<file path="config.mk">
export PLATFORM = sky130hd
export DESIGN_NAME = cwr_shared_word
export DESIGN_NICKNAME = d
export VERILOG_FILES = /design/src/rtl/cwr_pkg.sv /design/src/rtl/cwr_prio_pick.sv /design/src/rtl/cwr_or_merge.sv /design/src/rtl/cwr_max_tree.sv /design/src/rtl/cwr_shared_word.sv
export SDC_FILE = /design/constraint.sdc
export NUM_CORES = 1
export LEC_CHECK = 0
export BUFFER_PORTS_ARGS = -buffer_cell sky130_fd_sc_hd__buf_2
export CAP_MARGIN = 20
export CORE_UTILIZATION = 55
export DETAILED_ROUTE_END_ITERATION = 10
export GPL_ROUTABILITY_DRIVEN = 0
export PLACE_DENSITY_LB_ADDON = 0.08
export SLEW_MARGIN = 20
export SYNTH_ARGS = -nofsm -noshare
export SYNTH_HDL_FRONTEND = slang
export SYNTH_SLANG_ARGS = --single-unit
</file>
<file path="constraint.sdc">
create_clock -name clk -period 1.12 [get_ports clk]
set_input_delay 0.168 -clock clk [delete_from_list [all_inputs] [get_ports clk]]
set_output_delay 0.168 -clock clk [all_outputs]
set_load 0.03 [all_outputs]
</file>
<file path="src/rtl/cwr_pkg.sv">
package cwr_pkg;
  typedef enum logic [1:0] {
    CW_FIRST = 2'd0,
    CW_OR    = 2'd1,
    CW_MAX   = 2'd2,
    CW_EXCL  = 2'd3
  } cw_mode_e;
endpackage

</file>
<file path="src/rtl/cwr_prio_pick.sv">
// Selects the data of the lowest-index enabled requester.
module cwr_prio_pick #(
  parameter int NREQ = 4,
  parameter int DW   = 8
) (
  input  logic [NREQ-1:0]    en,
  input  logic [NREQ*DW-1:0] din,
  output logic [DW-1:0]      dout
);
  logic [NREQ-1:0] seen;
  logic [NREQ-1:0] hit;

  for (genvar i = 0; i < NREQ; i++) begin : g_chain
    if (i == 0) begin : g_first
      assign seen[i] = 1'b0;
    end else begin : g_rest
      assign seen[i] = seen[i-1] | en[i-1];
    end
    assign hit[i] = en[i] & ~seen[i];
  end

  always_comb begin
    dout = '0;
    for (int i = 0; i < NREQ; i++) begin
      if (hit[i]) dout = dout | din[i*DW +: DW];
    end
  end
endmodule

</file>
<file path="src/rtl/cwr_or_merge.sv">
// Bitwise OR of all enabled requesters' data.
module cwr_or_merge #(
  parameter int NREQ = 4,
  parameter int DW   = 8
) (
  input  logic [NREQ-1:0]    en,
  input  logic [NREQ*DW-1:0] din,
  output logic [DW-1:0]      dout
);
  logic [NREQ*DW-1:0] masked;

  for (genvar i = 0; i < NREQ; i++) begin : g_mask
    assign masked[i*DW +: DW] = din[i*DW +: DW] & {DW{en[i]}};
  end

  always_comb begin
    dout = '0;
    for (int i = 0; i < NREQ; i++) dout = dout | masked[i*DW +: DW];
  end
endmodule

</file>
<file path="src/rtl/cwr_max_tree.sv">
// Balanced comparator tree picking the largest enabled value.
// Heap layout: node k has children 2k+1 and 2k+2, leaves start at NREQ-1.
module cwr_max_tree #(
  parameter int NREQ = 4,
  parameter int DW   = 8
) (
  input  logic [NREQ-1:0]    en,
  input  logic [NREQ*DW-1:0] din,
  output logic [DW-1:0]      dout
);
  localparam int NODES = 2 * NREQ - 1;

  logic [DW-1:0] nv  [NODES];
  logic          nok [NODES];

  for (genvar i = 0; i < NREQ; i++) begin : g_leaf
    assign nv[NREQ-1+i]  = din[i*DW +: DW];
    assign nok[NREQ-1+i] = en[i];
  end

  for (genvar k = 0; k < NREQ - 1; k++) begin : g_node
    logic take_r;
    assign take_r = nok[2*k+2] && (!nok[2*k+1] || (nv[2*k+2] > nv[2*k+1]));
    assign nv[k]  = take_r ? nv[2*k+2] : nv[2*k+1];
    assign nok[k] = nok[2*k+1] | nok[2*k+2];
  end

  assign dout = nok[0] ? nv[0] : '0;
endmodule

</file>
<file path="src/rtl/cwr_shared_word.sv">
module cwr_shared_word
  import cwr_pkg::*;
#(
  parameter int NREQ = 8,
  parameter int DW   = 8,
  parameter int NRD  = 2
) (
  input  logic              clk,
  input  logic              rst_n,
  input  logic [1:0]        mode,
  input  logic [NREQ-1:0]   wr_en,
  input  logic [NREQ*DW-1:0] wr_data,
  input  logic              err_clr,
  output logic [NRD*DW-1:0] rd_data,
  output logic              collision,
  output logic              err_flag
);
  cw_mode_e      mode_e;
  logic [DW-1:0] first_val, or_val, max_val;
  logic [DW-1:0] word_q, word_d;
  logic          any_wr, multi, err_set;
  logic          coll_q, err_q;

  assign mode_e = cw_mode_e'(mode);
  assign any_wr = |wr_en;
  // two or more bits set: clearing the lowest set bit leaves something
  assign multi  = |(wr_en & (wr_en - 1'b1));

  cwr_prio_pick #(.NREQ(NREQ), .DW(DW)) u_pick (
    .en(wr_en), .din(wr_data), .dout(first_val));
  cwr_or_merge  #(.NREQ(NREQ), .DW(DW)) u_or (
    .en(wr_en), .din(wr_data), .dout(or_val));
  cwr_max_tree  #(.NREQ(NREQ), .DW(DW)) u_max (
    .en(wr_en), .din(wr_data), .dout(max_val));

  always_comb begin
    word_d = word_q;
    if (any_wr) begin
      if (!multi) begin
        word_d = first_val;
      end else begin
        unique case (mode_e)
          CW_FIRST: word_d = first_val;
          CW_OR:    word_d = or_val;
          CW_MAX:   word_d = max_val;
          CW_EXCL:  word_d = word_q;
          default:  word_d = word_q;
        endcase
      end
    end
  end

  assign err_set = multi && (mode_e == CW_EXCL);

  always_ff @(posedge clk or negedge rst_n) begin
    if (!rst_n) begin
      word_q <= '0;
      coll_q <= 1'b0;
      err_q  <= 1'b0;
    end else begin
      word_q <= word_d;
      coll_q <= multi;
      err_q  <= err_set | (err_q & ~err_clr);
    end
  end

  for (genvar j = 0; j < NRD; j++) begin : g_rd
    assign rd_data[j*DW +: DW] = word_q;
  end

  assign collision = coll_q;
  assign err_flag  = err_q;

  // a lone writer lands its data
  p_single_r2: assert property (@(posedge clk) disable iff (!rst_n)
    $onehot(wr_en) |=> word_q == $past(first_val));
  // idle cycles hold the word
  p_hold_r3: assert property (@(posedge clk) disable iff (!rst_n)
    (wr_en == '0) |=> $stable(word_q));
  // largest-value policy
  p_max_r6: assert property (@(posedge clk) disable iff (!rst_n)
    (multi && mode_e == CW_MAX) |=> word_q == $past(max_val));
  // exclusive breach keeps the word and raises the flag
  p_excl_r7: assert property (@(posedge clk) disable iff (!rst_n)
    (multi && mode_e == CW_EXCL) |=> ($stable(word_q) && err_flag));
  // flag is sticky without a clear
  p_sticky_r8: assert property (@(posedge clk) disable iff (!rst_n)
    (err_flag && !err_clr) |=> err_flag);
  // collision report follows the enable count
  p_coll_r9: assert property (@(posedge clk) disable iff (!rst_n)
    ($countones(wr_en) > 1) |=> collision);
  p_nocoll_r9: assert property (@(posedge clk) disable iff (!rst_n)
    ($countones(wr_en) < 2) |=> !collision);
endmodule

</file>
==> flow_metrics.tcl, run 1 <==
set metrics [dict create \
    cts.path.max_buffers 2 \
    cts.sink_count 10 \
    die_width_um 86.1 \
    ctsHtreeMaxLevel 1 \
    synth_edf_count 0 \
    synthMuxAreaShare 0.0319 \
    synth_top_family_by_area "compound AO/OA/AOI/OAI gates" \
    failing_step "clock tree synthesis (4_1_cts)" \
    cts_root_buffer "clkbuf_8" \
    initial_utilization 0.572 \
    stop_error "[ERROR DPL-0038] Utilization greater than 100%, impossible to legalize" \
    ys_ff_latch 10 \
    synthSimpleGateAreaFrac 0.214 \
    holdBufCountCts 1 \
    cts_resized 158 \
    die_y_um 86.1 \
    synth.avg_cell_area_sq_um 7.25 \
    synth_compound_area_frac 0.411 \
    io_pins 95 \
    num_rows 30 \
    syn_nets 672 \
    cts_setup_buffers 22 \
    dp_cells 877 \
    async_flop_share 1.00 \
    ys_types 67 \
    synth_xor_area_frac 0 \
    port_buffers 94 \
    seq_area_frac_synth 0.0644 \
    synthAdderAreaFrac 0.192 \
    dpl.hpwl_mm 14.4 \
    cts_buffers 3 \
    netlist_area_sq_um 3890 \
    ys.flop_type "dfrtp_1" \
    yosysWarnings 0 \
    status "did not finish" \
    syn_inst 536 \
]
==> cell usage after synthesis, drive strengths merged (5+ instances only) <==
master,instances,area [sq um]
ha,59,738
nand2,59,221
inv,42,158
a21oi,37,185
o21ai,28,140
clkbuf,22,82.6
a22oi,19,143
nor2,18,67.6
nand3,15,75.1
a21o,14,105
and2,14,87.6
o211ai,14,105
buf,13,93.8
nor2b,13,88.8
nand4,12,75.1
a221o,11,110
a211o,10,87.6
dfrtp,10,250
mux2i,9,90.1
a31oi,8,50.1
a22o,7,61.3
and4,7,61.3
o21a,7,52.6
o31ai,7,52.6
a311o,6,60.1
a211oi,5,37.5
nor3,5,25.0
o2111ai,5,43.8
==> logic make-up after synthesis <==
kind of cell    after synthesis
mux                          12
buf+inv                      78
flops                        10
fa+ha+maj                    60
simple gates                161
compound gates              215
==> through the flow <==
step / instance area, sq um / setup slack [ps] / hold slack, ps / setup TNS [ps] / util
2_1_floorplan: 4180 / -3380 / -128 / -26900 / -
3_3_place_gp: 5930 / -3640 / 33.9 / -30590 / 0.872
3_5_place_dp: 5930 / -3850 / 33.9 / -32160 / 0.872
==> inputs of run 2 (changes only) <==
--- a/config.mk
+++ b/config.mk
@@ -7,10 +7,10 @@
 export LEC_CHECK = 0
 export BUFFER_PORTS_ARGS = -buffer_cell sky130_fd_sc_hd__buf_2
 export CAP_MARGIN = 20
-export CORE_UTILIZATION = 55
+export CORE_UTILIZATION = 40
 export DETAILED_ROUTE_END_ITERATION = 10
 export GPL_ROUTABILITY_DRIVEN = 0
-export PLACE_DENSITY_LB_ADDON = 0.08
+export PLACE_DENSITY_LB_ADDON = 0.15
 export SLEW_MARGIN = 20
 export SYNTH_ARGS = -nofsm -noshare
 export SYNTH_HDL_FRONTEND = slang
==> flow_metrics.tcl, run 2 <==
set metrics [dict create \
    worst-r2r-cell-count 2 \
    cts_tree "done" \
    fin_crit_ps 4730 \
    grt_max_degree 26 \
    slew_viol_final 0 \
    seq_area_frac_synth 0.0644 \
    top_register "word_q" \
    dp_cells 921 \
    totalNegativeSetupSlack_ps -29290 \
    layout-drive-gt1-share 0.560 \
    period_share 4.22 \
    die_y_um 101 \
    finalSetupViolations 10 \
    worstSetupEndpointType "register" \
    finalWirelength_mm 20.8 \
    yosysTopAreaCell "ha_1" \
    ys.flop_type "dfrtp_1" \
    worst_slack_ps -3610 \
    antenna_found_initial 0 \
    netlist_area_sq_um 3890 \
    ys_top_cells_by_count "ha_1 (59), nand2_1 (59), inv_1 (42), a21oi_1 (37), o21ai_0 (26)" \
    worstPathMaxFanout 5 \
    clk_latency_ps 230 \
    wl_met3_mm 1.96 \
    maxUsedRoutingLayer "met4" \
    synth_top_cells_by_area "ha_1 (19%), dfrtp_1 (6.4%), nand2_1 (5.7%)" \
    fin_cells 959 \
    coreArea_sq_um 9330 \
    layout_commonest_cell "buf_4" \
    worstPathRequired_ps 1230 \
    cts_buffers 3 \
    grt.total_usage 0.381 \
    syn_inst 536 \
    dpl.hpwl_mm 14.6 \
    port_buffers 94 \
    drv_cap 0 \
    wl_per_cell_um 21.7 \
    avgViaCountPerCell 6.42 \
    grt_pass1_vias 5818 \
    hold_depth 2 \
    final_cell_mix "buf_4 (219), buf_2 (81), nand2_1 (57)" \
    gr-total-overflow 0 \
    fin_skew_ps 0 \
    ant_nets 0 \
    power.leakage_nw 3.40 \
    drcViolationCount 0 \
    path_class "input port to register" \
    async_flop_share 1.00 \
    power_density_nw_per_um2 884 \
    grt_setup_unrepaired "yes" \
    max_clock_freq_ghz 0.211 \
    initial_utilization 0.417 \
    io_pins 95 \
    ctsHtreeMaxLevel 1 \
    ys_types 67 \
    nNetsFinal 967 \
    slew_headroom 0.307 \
    startpoint_type "input port" \
    vias 6153 \
    path_clk_slew_ps 50 \
    yosysWarnings 0 \
    diodes 0 \
    die_width_um 101 \
    crit_arrival_ps 4830 \
    synth.avg_cell_area_sq_um 7.25 \
    dr_wl_met2_mm 9.60 \
    grt_pass1_wl_mm 29.9 \
    peakVddDrop_v 0.000821 \
    ys_ff_latch 10 \
    synth_edf_count 0 \
    tightest_slew_ps 1030 \
    status "finished, violations left" \
    cts_root_buffer "clkbuf_8" \
    drt-met1-wl_mm 7.47 \
    largest_reg_flops 8 \
    area_growth_pct 89.4 \
    num_rows 35 \
    syn_nets 672 \
    finalHoldViolations 0 \
    violations "negative setup slack" \
    cts.sink_count 10 \
    first_pass_iters 8 \
    die_area_sq_um 10100 \
    worstHoldPathType "input port to register" \
    cts.path.max_buffers 2 \
    yosys.area.top_type_share 0.190 \
    drt_iter0_markers 722 \
]
## run 2: worst paths after layout
check / startpoint / end / slack, ps
max: wr_data[49] / word_q[5]$_DFFE_PN0P_ / -3610
min: err_clr / err_flag$_DFF_PN0_ / 100
max reg2reg: word_q[5]$_DFFE_PN0P_ / word_q[5]$_DFFE_PN0P_ / 30
min reg2reg: err_flag$_DFF_PN0_ / err_flag$_DFF_PN0_ / 520
max in group asynchronous: rst_n / word_q[0]$_DFFE_PN0P_ / 600
min in group asynchronous: rst_n / word_q[6]$_DFFE_PN0P_ / 340
## run 2: final cells by class
class	instances	area (sq um)
multi-input combinational	451	4360
timing repair buffer	322	2360
fill	640	1960
sequential	10	250
inverter	43	181
tap	129	161
clock buffer	4	55.1
## run 2: cells by family (layout without fill, tap and decap cells)
family | Yosys count | count (layout) | synth area share
AOI/OAI and AO/OA | 215 | 217 | 0.411
adders and majority gates | 60 | 60 | 0.192
buffers and inverters | 78 | 369 | 0.0869
DFF | 10 | 10 | 0.0644
muxes | 12 | 12 | 0.0319
and+or+nand+nor | 161 | 162 | 0.214
## run 2: routing by layer
metal | vias up | global-route usage
met4 | 0 | 0.281
met5 | - | 0
met2 | 481 | 0.623
met1 | 2809 | 0.451
li1 | 2680 | -
met3 | 183 | 0.0610
## run 2: power by group
part / leakage (nW) / switching [mW] / internal, mW
Combinational: 3.26 / 2.93 / 2.63
Sequential: 0.117 / 0.0653 / 0.441
Clock: 0.0288 / 0.138 / 0.309
Total: 3.40 / 3.13 / 3.38
## run 2: what timing repair did
item	4_1_cts	5_1_grt
gates cloned	4	0
endpoints found under the hold margin	10	0
buffers inserted	13	16
endpoints found under the setup margin	10	10
hold buffers	1	0
resized for setup	87	72
pin swaps	38	36
## run 2: worst max-delay path, stage by stage
cell,delay (ps)
buf_8,100
inv_4,50
ha_4,190
nor2b_4,110
o211ai_1,310
a211oi_4,130
or2_4,280
a32o_2,310
ha_4,250
nor2b_4,120
o21a_1,160
o21a_1,200
o31a_1,370
a221o_1,330
o21a_1,180
ha_4,290
nand3_4,70
o21bai_4,190
a211oi_4,290
o21ai_2,120
and3_4,180
and4_1,150
a311o_1,290
## run 2: metrics by stage
stage | worst slack, ps | hold slack, ps | cell area (sq um) | utilization | total power, mW
2_1_floorplan | -3380 | -128 | 4180 | - | 2.88
3_3_place_gp | -3900 | 32.2 | 6060 | 0.650 | 4.36
3_5_place_dp | -4000 | 32.6 | 6060 | 0.650 | 4.50
4_1_cts | -3340 | 96.4 | 6800 | 0.729 | 5.58
5_1_grt | -3710 | 91.8 | 7360 | 0.789 | 6.88
6_report | -3610 | 98.5 | 7360 | 0.789 | 6.51
(Power assumes the default switching activity.)
==> inputs of run 3 (changes only) <==
--- a/config.mk
+++ b/config.mk
@@ -7,6 +7,8 @@
 export LEC_CHECK = 0
 export BUFFER_PORTS_ARGS = -buffer_cell sky130_fd_sc_hd__buf_2
 export CAP_MARGIN = 20
+export CELL_PAD_IN_SITES_DETAIL_PLACEMENT = 1
+export CELL_PAD_IN_SITES_GLOBAL_PLACEMENT = 1
 export CORE_UTILIZATION = 40
 export DETAILED_ROUTE_END_ITERATION = 10
 export GPL_ROUTABILITY_DRIVEN = 0
==> flow_metrics.tcl, run 3 <==
set metrics [dict create \
    cts_buffers 3 \
    ys.flop_type "dfrtp_1" \
    port_buffers 94 \
    num_rows 35 \
    preCtsSetupSlack_ps -4170 \
    synth_top_cells_by_area "ha_1 (19%), dfrtp_1 (6.4%), nand2_1 (5.7%)" \
    initial_utilization 0.417 \
    async_flop_share 1.00 \
    netlist_area_sq_um 3890 \
    cts_resized 140 \
    cts_root_buffer "clkbuf_8" \
    ys_types 67 \
    stop_error "[ERROR DPL-0033] detailed placement checks failed during check placement." \
    ctsHtreeMaxLevel 1 \
    yosys.area.top_type_share 0.190 \
    die_y_um 101 \
    yosysWarnings 0 \
    seq_area_frac_synth 0.0644 \
    synth.avg_cell_area_sq_um 7.25 \
    dpl.hpwl_mm 19.1 \
    synth_edf_count 0 \
    io_pins 95 \
    status "did not finish" \
    syn_inst 536 \
    syn_nets 672 \
    holdBufCountCts 1 \
    cts.path.max_buffers 2 \
    die_width_um 101 \
    failing_step "clock tree synthesis (4_1_cts)" \
    cts.sink_count 10 \
    ys_ff_latch 10 \
    ys_top_cells_by_count "ha_1 (59), nand2_1 (59), inv_1 (42), a21oi_1 (37), o21ai_0 (26)" \
    dp_cells 909 \
    yosysTopAreaCell "ha_1" \
    cts_setup_buffers 34 \
]
-- run 3: cell counts after synthesis --
No cell type changed its count.
-- run 3: stage by stage --
stage	instance area [sq um]	util	hold WS [ps]	TNS, ps
2_1_floorplan	4180	-	-128	-26900
3_3_place_gp	5990	0.642	40.8	-31500
3_5_place_dp	5990	0.642	47.8	-34420
-- run 3: cell families after synthesis --
kind of cell | count (synthesis) | synth area share
AO/OA/AOI/OAI | 215 | 0.411
adder cells (fa/ha/maj) | 60 | 0.192
buffers and inverters | 78 | 0.0869
flip-flops | 10 | 0.0644
multiplexers | 12 | 0.0319
AND/OR/NAND/NOR | 161 | 0.214
